## src/rtl/mco_pkg.sv

```systemverilog
package mco_pkg;

   localparam int unsigned CODE_W  = 3;
   localparam int unsigned RATIO_W = 4;

   typedef enum logic [1:0] {
      ST_FAST = 2'd0,
      ST_TAIL = 2'd1,
      ST_OFF  = 2'd2,
      ST_SLOW = 2'd3
   } mco_state_e;

   // select code to half-period length in reference cycles
   function automatic logic [RATIO_W-1:0] code_to_ratio(input logic [CODE_W-1:0] code);
      logic [RATIO_W-1:0] r;
      case (code)
         3'd0:    r = 4'd1;
         3'd1:    r = 4'd2;
         3'd2:    r = 4'd3;
         3'd3:    r = 4'd4;
         3'd4:    r = 4'd5;
         3'd5:    r = 4'd8;
         default: r = 4'd10;
      endcase
      return r;
   endfunction

endpackage

```

## src/rtl/mco_sync.sv

```systemverilog
module mco_sync #(
   parameter int unsigned STAGES = 2
) (
   input  logic clk_i,
   input  logic rst_ni,
   input  logic d_i,
   output logic q_o
);
   logic [STAGES-1:0] chain_q;

   generate
      for (genvar i = 0; i < STAGES; i++) begin : g_stage
         if (i == 0) begin : g_first
            always_ff @(posedge clk_i or negedge rst_ni) begin
               if (!rst_ni) chain_q[0] <= 1'b0;
               else         chain_q[0] <= d_i;
            end
         end else begin : g_next
            always_ff @(posedge clk_i or negedge rst_ni) begin
               if (!rst_ni) chain_q[i] <= 1'b0;
               else         chain_q[i] <= chain_q[i-1];
            end
         end
      end
   endgenerate

   assign q_o = chain_q[STAGES-1];
endmodule

```

## src/rtl/mco_divider.sv

```systemverilog
module mco_divider
   import mco_pkg::*;
#(
   parameter logic [CODE_W-1:0] DIV_RST = 3'd6
) (
   input  logic              clk_i,
   input  logic              rst_ni,
   input  logic              restart_i,
   input  logic [CODE_W-1:0] code_i,
   output logic              ph_o,
   output logic              tick_o
);
   logic [CODE_W-1:0]  code_q;
   logic [RATIO_W-1:0] cnt_q;
   logic [RATIO_W-1:0] ratio;
   logic               ph_q;

   assign ratio  = code_to_ratio(code_q);
   assign tick_o = (cnt_q == ratio - RATIO_W'(1));
   assign ph_o   = ph_q;

   always_ff @(posedge clk_i or negedge rst_ni) begin
      if (!rst_ni) begin
         cnt_q  <= '0;
         ph_q   <= 1'b0;
         code_q <= DIV_RST;
      end else if (restart_i) begin
         cnt_q  <= '0;
         ph_q   <= 1'b0;
         code_q <= code_i;
      end else if (tick_o) begin
         cnt_q <= '0;
         ph_q  <= ~ph_q;
         // a new ratio is adopted only as a low phase begins
         if (ph_q) code_q <= code_i;
      end else begin
         cnt_q <= cnt_q + RATIO_W'(1);
      end
   end

   // the phase counter never passes the active half-period
   a_r2_cnt_in_range : assert property (@(posedge clk_i) disable iff (!rst_ni)
      cnt_q < ratio);

   // the active code only changes when the phase is low
   a_r3_code_at_low : assert property (@(posedge clk_i) disable iff (!rst_ni)
      !$stable(code_q) |-> !ph_q);
endmodule

```

## src/rtl/mco_seq.sv

```systemverilog
module mco_seq
   import mco_pkg::*;
#(
   parameter int unsigned TAIL_W = 8
) (
   input  logic              clk_i,
   input  logic              rst_ni,
   input  logic              osc_en_i,
   input  logic              slow_en_i,
   input  logic              slow_i,
   input  logic              tick_i,
   input  logic              ph_i,
   input  logic [TAIL_W-1:0] tail_len_i,
   output logic              restart_o,
   output logic              mclk_o,
   output logic              osc_off_o
);
   mco_state_e        st_q, st_d;
   logic [TAIL_W-1:0] rem_q, rem_d;
   logic              mclk_q, mclk_d;
   logic              rise, ph_next;

   assign rise    = tick_i & ~ph_i;
   assign ph_next = tick_i ? ~ph_i : ph_i;

   always_comb begin
      st_d   = st_q;
      rem_d  = rem_q;
      mclk_d = mclk_q;
      unique case (st_q)
         ST_FAST: begin
            mclk_d = ph_next;
            if (!osc_en_i) begin
               st_d = ST_TAIL;
               if (rise) begin
                  if (tail_len_i == '0) begin
                     st_d   = ST_OFF;
                     mclk_d = 1'b0;
                  end else begin
                     rem_d = tail_len_i - TAIL_W'(1);
                  end
               end else begin
                  rem_d = tail_len_i;
               end
            end
         end
         ST_TAIL: begin
            mclk_d = ph_next;
            if (osc_en_i) begin
               st_d = ST_FAST;
            end else if (rise) begin
               if (rem_q == '0) begin
                  st_d   = ST_OFF;
                  mclk_d = 1'b0;
               end else begin
                  rem_d = rem_q - TAIL_W'(1);
               end
            end
         end
         ST_OFF: begin
            mclk_d = 1'b0;
            if (osc_en_i)                st_d = ST_FAST;
            else if (slow_en_i && !slow_i) st_d = ST_SLOW;
         end
         default: begin
            mclk_d = slow_i;
            if ((osc_en_i || !slow_en_i) && !slow_i) begin
               st_d   = ST_OFF;
               mclk_d = 1'b0;
            end
         end
      endcase
   end

   always_ff @(posedge clk_i or negedge rst_ni) begin
      if (!rst_ni) begin
         st_q   <= ST_FAST;
         rem_q  <= '0;
         mclk_q <= 1'b0;
      end else begin
         st_q   <= st_d;
         rem_q  <= rem_d;
         mclk_q <= mclk_d;
      end
   end

   assign restart_o = (st_q == ST_OFF) || (st_q == ST_SLOW);
   assign osc_off_o = restart_o;
   assign mclk_o    = mclk_q;

   // each rising edge inside the tail uses up one pulse
   a_r4_tail_count : assert property (@(posedge clk_i) disable iff (!rst_ni)
      (st_q == ST_TAIL && $past(st_q) == ST_TAIL && $rose(mclk_o)) |-> rem_q < $past(rem_q));

   // with nothing left and the enable low, no rising edge follows
   a_r6_no_extra_pulse : assert property (@(posedge clk_i) disable iff (!rst_ni)
      (st_q == ST_TAIL && rem_q == '0 && !osc_en_i) |=> !$rose(mclk_o));

   // the stop is reported only with the output low
   a_r8_stop_low : assert property (@(posedge clk_i) disable iff (!rst_ni)
      $rose(osc_off_o) |-> !mclk_o);

   // the sleep clock is taken over while low
   a_r9_slow_entry_low : assert property (@(posedge clk_i) disable iff (!rst_ni)
      (st_q == ST_SLOW && $past(st_q) != ST_SLOW) |-> !mclk_o);

   // stopped without sleep clock means a quiet output
   a_r11_off_quiet : assert property (@(posedge clk_i) disable iff (!rst_ni)
      (st_q == ST_OFF) |-> !mclk_o);
endmodule

```

## src/rtl/mco_clkout.sv

```systemverilog
module mco_clkout
   import mco_pkg::*;
#(
   parameter int unsigned       TAIL_W      = 8,
   parameter int unsigned       TAIL_RST    = 128,
   parameter logic [CODE_W-1:0] DIV_RST     = 3'd6,
   parameter int unsigned       SYNC_STAGES = 2
) (
   input  logic              clk_i,
   input  logic              rst_ni,
   input  logic              slow_clk_i,
   input  logic              osc_en_i,
   input  logic              slow_en_i,
   input  logic              cfg_wr_i,
   input  logic [2:0]        div_code_i,
   input  logic [TAIL_W-1:0] tail_len_i,
   output logic              mclk_o,
   output logic              osc_off_o
);
   localparam logic [TAIL_W-1:0] TAIL_INIT = TAIL_W'(TAIL_RST);

   generate
      if (SYNC_STAGES < 2) begin : g_bad_sync
         $error("mco_clkout: SYNC_STAGES must be at least 2");
      end
      if (TAIL_W < 1 || TAIL_W > 16) begin : g_bad_width
         $error("mco_clkout: TAIL_W must lie in 1..16");
      end
      if (TAIL_RST >= (1 << TAIL_W)) begin : g_bad_tail
         $error("mco_clkout: TAIL_RST does not fit in TAIL_W bits");
      end
   endgenerate

   logic [CODE_W-1:0] code_q;
   logic [TAIL_W-1:0] tail_q;
   logic              slow_s, restart, ph, tick;

   always_ff @(posedge clk_i or negedge rst_ni) begin
      if (!rst_ni) begin
         code_q <= DIV_RST;
         tail_q <= TAIL_INIT;
      end else if (cfg_wr_i) begin
         code_q <= div_code_i;
         tail_q <= tail_len_i;
      end
   end

   mco_sync #(.STAGES(SYNC_STAGES)) u_sync (
      .clk_i  (clk_i),
      .rst_ni (rst_ni),
      .d_i    (slow_clk_i),
      .q_o    (slow_s)
   );

   mco_divider #(.DIV_RST(DIV_RST)) u_div (
      .clk_i     (clk_i),
      .rst_ni    (rst_ni),
      .restart_i (restart),
      .code_i    (code_q),
      .ph_o      (ph),
      .tick_o    (tick)
   );

   mco_seq #(.TAIL_W(TAIL_W)) u_seq (
      .clk_i      (clk_i),
      .rst_ni     (rst_ni),
      .osc_en_i   (osc_en_i),
      .slow_en_i  (slow_en_i),
      .slow_i     (slow_s),
      .tick_i     (tick),
      .ph_i       (ph),
      .tail_len_i (tail_q),
      .restart_o  (restart),
      .mclk_o     (mclk_o),
      .osc_off_o  (osc_off_o)
   );
endmodule

```

## config.mk

```make
export PLATFORM = sky130hd
export DESIGN_NAME = mco_clkout
export DESIGN_NICKNAME = d
export VERILOG_FILES = /design/src/rtl/mco_pkg.sv /design/src/rtl/mco_sync.sv /design/src/rtl/mco_divider.sv /design/src/rtl/mco_seq.sv /design/src/rtl/mco_clkout.sv
export SDC_FILE = /design/constraint.sdc
export NUM_CORES = 1
export LEC_CHECK = 0
export BUFFER_PORTS_ARGS = -buffer_cell sky130_fd_sc_hd__buf_4
export CORE_ASPECT_RATIO = 1.2
export CORE_MARGIN = 3
export CORE_UTILIZATION = 62
export CTS_CLUSTER_SIZE = 12
export DETAILED_ROUTE_END_ITERATION = 10
export GPL_TIMING_DRIVEN = 0
export PLACE_DENSITY_LB_ADDON = 0.05
export SYNTH_ARGS = -nofsm -noshare
export SYNTH_HDL_FRONTEND = slang
export SYNTH_SLANG_ARGS = --single-unit
```

## constraint.sdc

```tcl
create_clock -name clk_i -period 7.29 [get_ports clk_i]
set_clock_uncertainty 0.2 [all_clocks]
set_input_delay 1.458 -clock clk_i [delete_from_list [all_inputs] [get_ports clk_i]]
set_output_delay 1.458 -clock clk_i [all_outputs]
set_load 0.02 [all_outputs]
```

==> impl_metrics.ini <==
[run_status]
status = completed

[setup_path]
regToRegStartpoint = u_div.code_q[2]
crit_type = flop to flop
crit_required_ns = 7.31
cp.arrival_ns = 3.38
cp.depth = 11
cp-startpoint = u_div.code_q[2]
crit_path_max_fanout = 8
path_buf_inv = 1
path_common_cell = a21oi_1
worst_path_max_delay_cell = dfstp_2
cpLargestDelayFamily = compound AO/OA/AOI/OAI gates
r2r_cells = 11
critical_path.max_stage_delay_ns = 0.57
path_cells = nor2b_1 -> a21oi_1 -> o32ai_1 -> nand2_1 -> inv_1 -> ha_1 -> nor4b_2 -> a21oi_1 -> a2bb2oi_4 -> nor3_1 -> a211o_1
cp-start-kind = flop
crit_path_end_kind = flop

[floorplanning]
fp.dieW_um = 55.0
die_y_um = 64.8
io_pins = 19
die_area_mm2 = 0.00356
core-area_mm2 = 0.00265
start_util_pct = 67.4
num_rows = 20

[clock_tree]
cts-htree-levels = 2
ctsResizeCount = 0
clock-sinks = 32
hold_buffers = 0
cts-buffers-inserted = 5
clock_latency_ns = 0.33
clk_path_buf_depth = 2
tritoncts = yes
root_buffer = clkbuf_4
cts_setup_buffers = 0
clkTransAtPathRegs_ns = 0.10

[placement]
numPortBuffers = 18
dpl.cell_count = 228
dp_hpwl_mm = 2.55
gp_congestion = 0.807

[final_layout]
postLayoutCoreUtil_pct = 75.8
seq_area_um2 = 807
fin_nets = 226
multi_input_area_um2 = 918
num_antenna_cells = 0
drive_above_1_share_pct = 23.6
final_cells = 236
n_fill_cell = 196
synthToLayoutAreaGrowth_pct = 12.6

[worst_hold_path]
min_path_cells = 0
hold_start = u_sync.chain_q[0]
hold_class = flop to flop

[sta]
min_period_ns = 3.36
final-setup-viol-count = 0
fin_setup_tns_ns = 0
finalMaxSlewViolations = 0
fmax_mhz = 298
slew_headroom_pct = 66.4
fin_crit_sh_pct = 46.1
rsz0062_at_grt = no
tightest_slew_ns = 0.503
holdWs_ns = 0.159
final-hold-violation-count = 0

[power]
finalPower_mw = 0.750
power_leakage_nw = 0.864
ir_drop_mv = 0.310
power.density_mw_per_mm2 = 373

[synth]
yosys_warnings = 0
ys_seq_area_share_pct = 45.2
ys_seq_elements = 32
synth_area_per_cell_um2 = 10.1
syn_nets = 201
synthCells = 177
synth_edf_count = 0
ys_types = 41
syn_area_mm2 = 0.00179
synthFlopType = dfrtp_1
async_reset_ff_share_pct = 100

[route]
viasPerCell = 5.75
drt_iter0_markers = 69
drt_first_pass_iters = 4
routedWlPerCell_um = 14.3
wirelength_mm = 3.38
antenna_left = 0
drc = 0
vias = 1358

[global_routing]
antenna_found_initial = 0
grt_max_degree = 33
grt_pass1_vias = 1317
grt_use_total_pct = 21.8
overflow = 0
grt_pass1_wl_mm = 5.61

[run]
maxCapViolCount = 0
==> cell usage in the layout (no fill, tap or decap), types with 2 or more instances in the layout <==
cell / synthesis / layout
a21oi_1: 7 / 7
a31oi_1: 2 / 2
buf_4: 0 / 18
clkbuf_1: 4 / 7
clkbuf_4: 0 / 5
dfrtp_1: 27 / 27
dfstp_2: 5 / 5
ha_1: 7 / 7
inv_1: 8 / 8
mux2_2: 12 / 12
nand2_1: 13 / 13
nand2b_1: 3 / 3
nand3_1: 3 / 3
nand3b_1: 3 / 3
nor2_1: 18 / 18
nor2b_1: 3 / 3
nor3_1: 4 / 4
nor4_1: 3 / 3
nor4b_1: 2 / 2
o211ai_1: 2 / 2
o21ai_0: 20 / 20
xnor2_1: 7 / 7
xor2_1: 4 / 4
==> power breakdown <==
group / total [mW] / switching, mW / internal (mW) / leakage [nW]
Clock: 0.0960 / 0.0576 / 0.0384 / 0.0265
Combinational: 0.345 / 0.184 / 0.161 / 0.456
Sequential: 0.309 / 0.0671 / 0.242 / 0.381
Total: 0.750 / 0.309 / 0.441 / 0.864
==> metal layers <==
metal | track usage (%) | share of wire (%)
met3 | 6.90 | 3.9
met5 | 0 | 0
met1 | 25.3 | 42
met4 | 6.38 | 1.4
met2 | 37.1 | 53
==> sequential cells by signal (all words and copies together) (netlist names) <==
signal	cells
u_div.cnt_q	4
u_div.code_q	3
tail_q	8
u_seq.rem_q	8
u_sync.chain_q	1
u_sync.q_o	1
code_q	3
u_seq.st_q	2
u_seq.mclk_o	1
u_div.ph_o	1
==> kinds of logic (layout without fill, tap and decap cells) <==
family	Yosys count	in the layout	share of synthesized area (%)
flip-flops	32	32	45.2
multiplexers	12	12	7.56
buffers and inverters	14	40	3.43
adder cells (fa/ha/maj)	7	7	4.90
AO/OA/AOI/OAI	42	42	15.3
XOR/XNOR	11	11	5.39
AND/OR/NAND/NOR	59	59	18.3
==> cells in the mapped netlist, types with 4 or more instances <==
cell type / count / share of area (%)
a21oi_1: 7 / 2.0
clkbuf_1: 4 / 0.84
dfrtp_1: 27 / 38
dfstp_2: 5 / 7.4
ha_1: 7 / 4.9
inv_1: 8 / 1.7
mux2_2: 12 / 7.6
nand2_1: 13 / 2.7
nor2_1: 18 / 3.8
nor3_1: 4 / 1.1
o21ai_0: 20 / 5.6
xnor2_1: 7 / 3.4
xor2_1: 4 / 2.0
==> stage by stage <==
stage / area (um2) / setup slack, ns
floorplan: 1790 / 4.36
global placement: 1960 / 4.03
detailed placement: 1960 / 3.96
CTS: 2010 / 3.93
global route: 2010 / 3.64
finish: 2010 / 3.93
==> path summary, 6_finish.rpt <==
check	to	slack [ns]
max reg2reg	u_seq.rem_q[0]	3.93
min reg2reg	u_sync.q_o	0.16
min	u_sync.q_o	0.16
max in group asynchronous	tail_q[7]	5.71
max	u_seq.rem_q[0]	3.93
min in group asynchronous	u_seq.rem_q[3]	0.84
==> area by class of cell <==
| cell class | instances | area share (%) |
|---|---|---|
| Clock buffer | 8 | 2.43 |
| Multi-Input combinational cell | 131 | 45.6 |
| Inverter | 8 | 1.49 |
| Sequential cell | 32 | 40.1 |
| Buffer | 6 | 1.55 |
| Tap cell | 33 | 2.05 |
| Timing Repair Buffer | 18 | 6.72 |
Power figures use the tool's default switching activity.
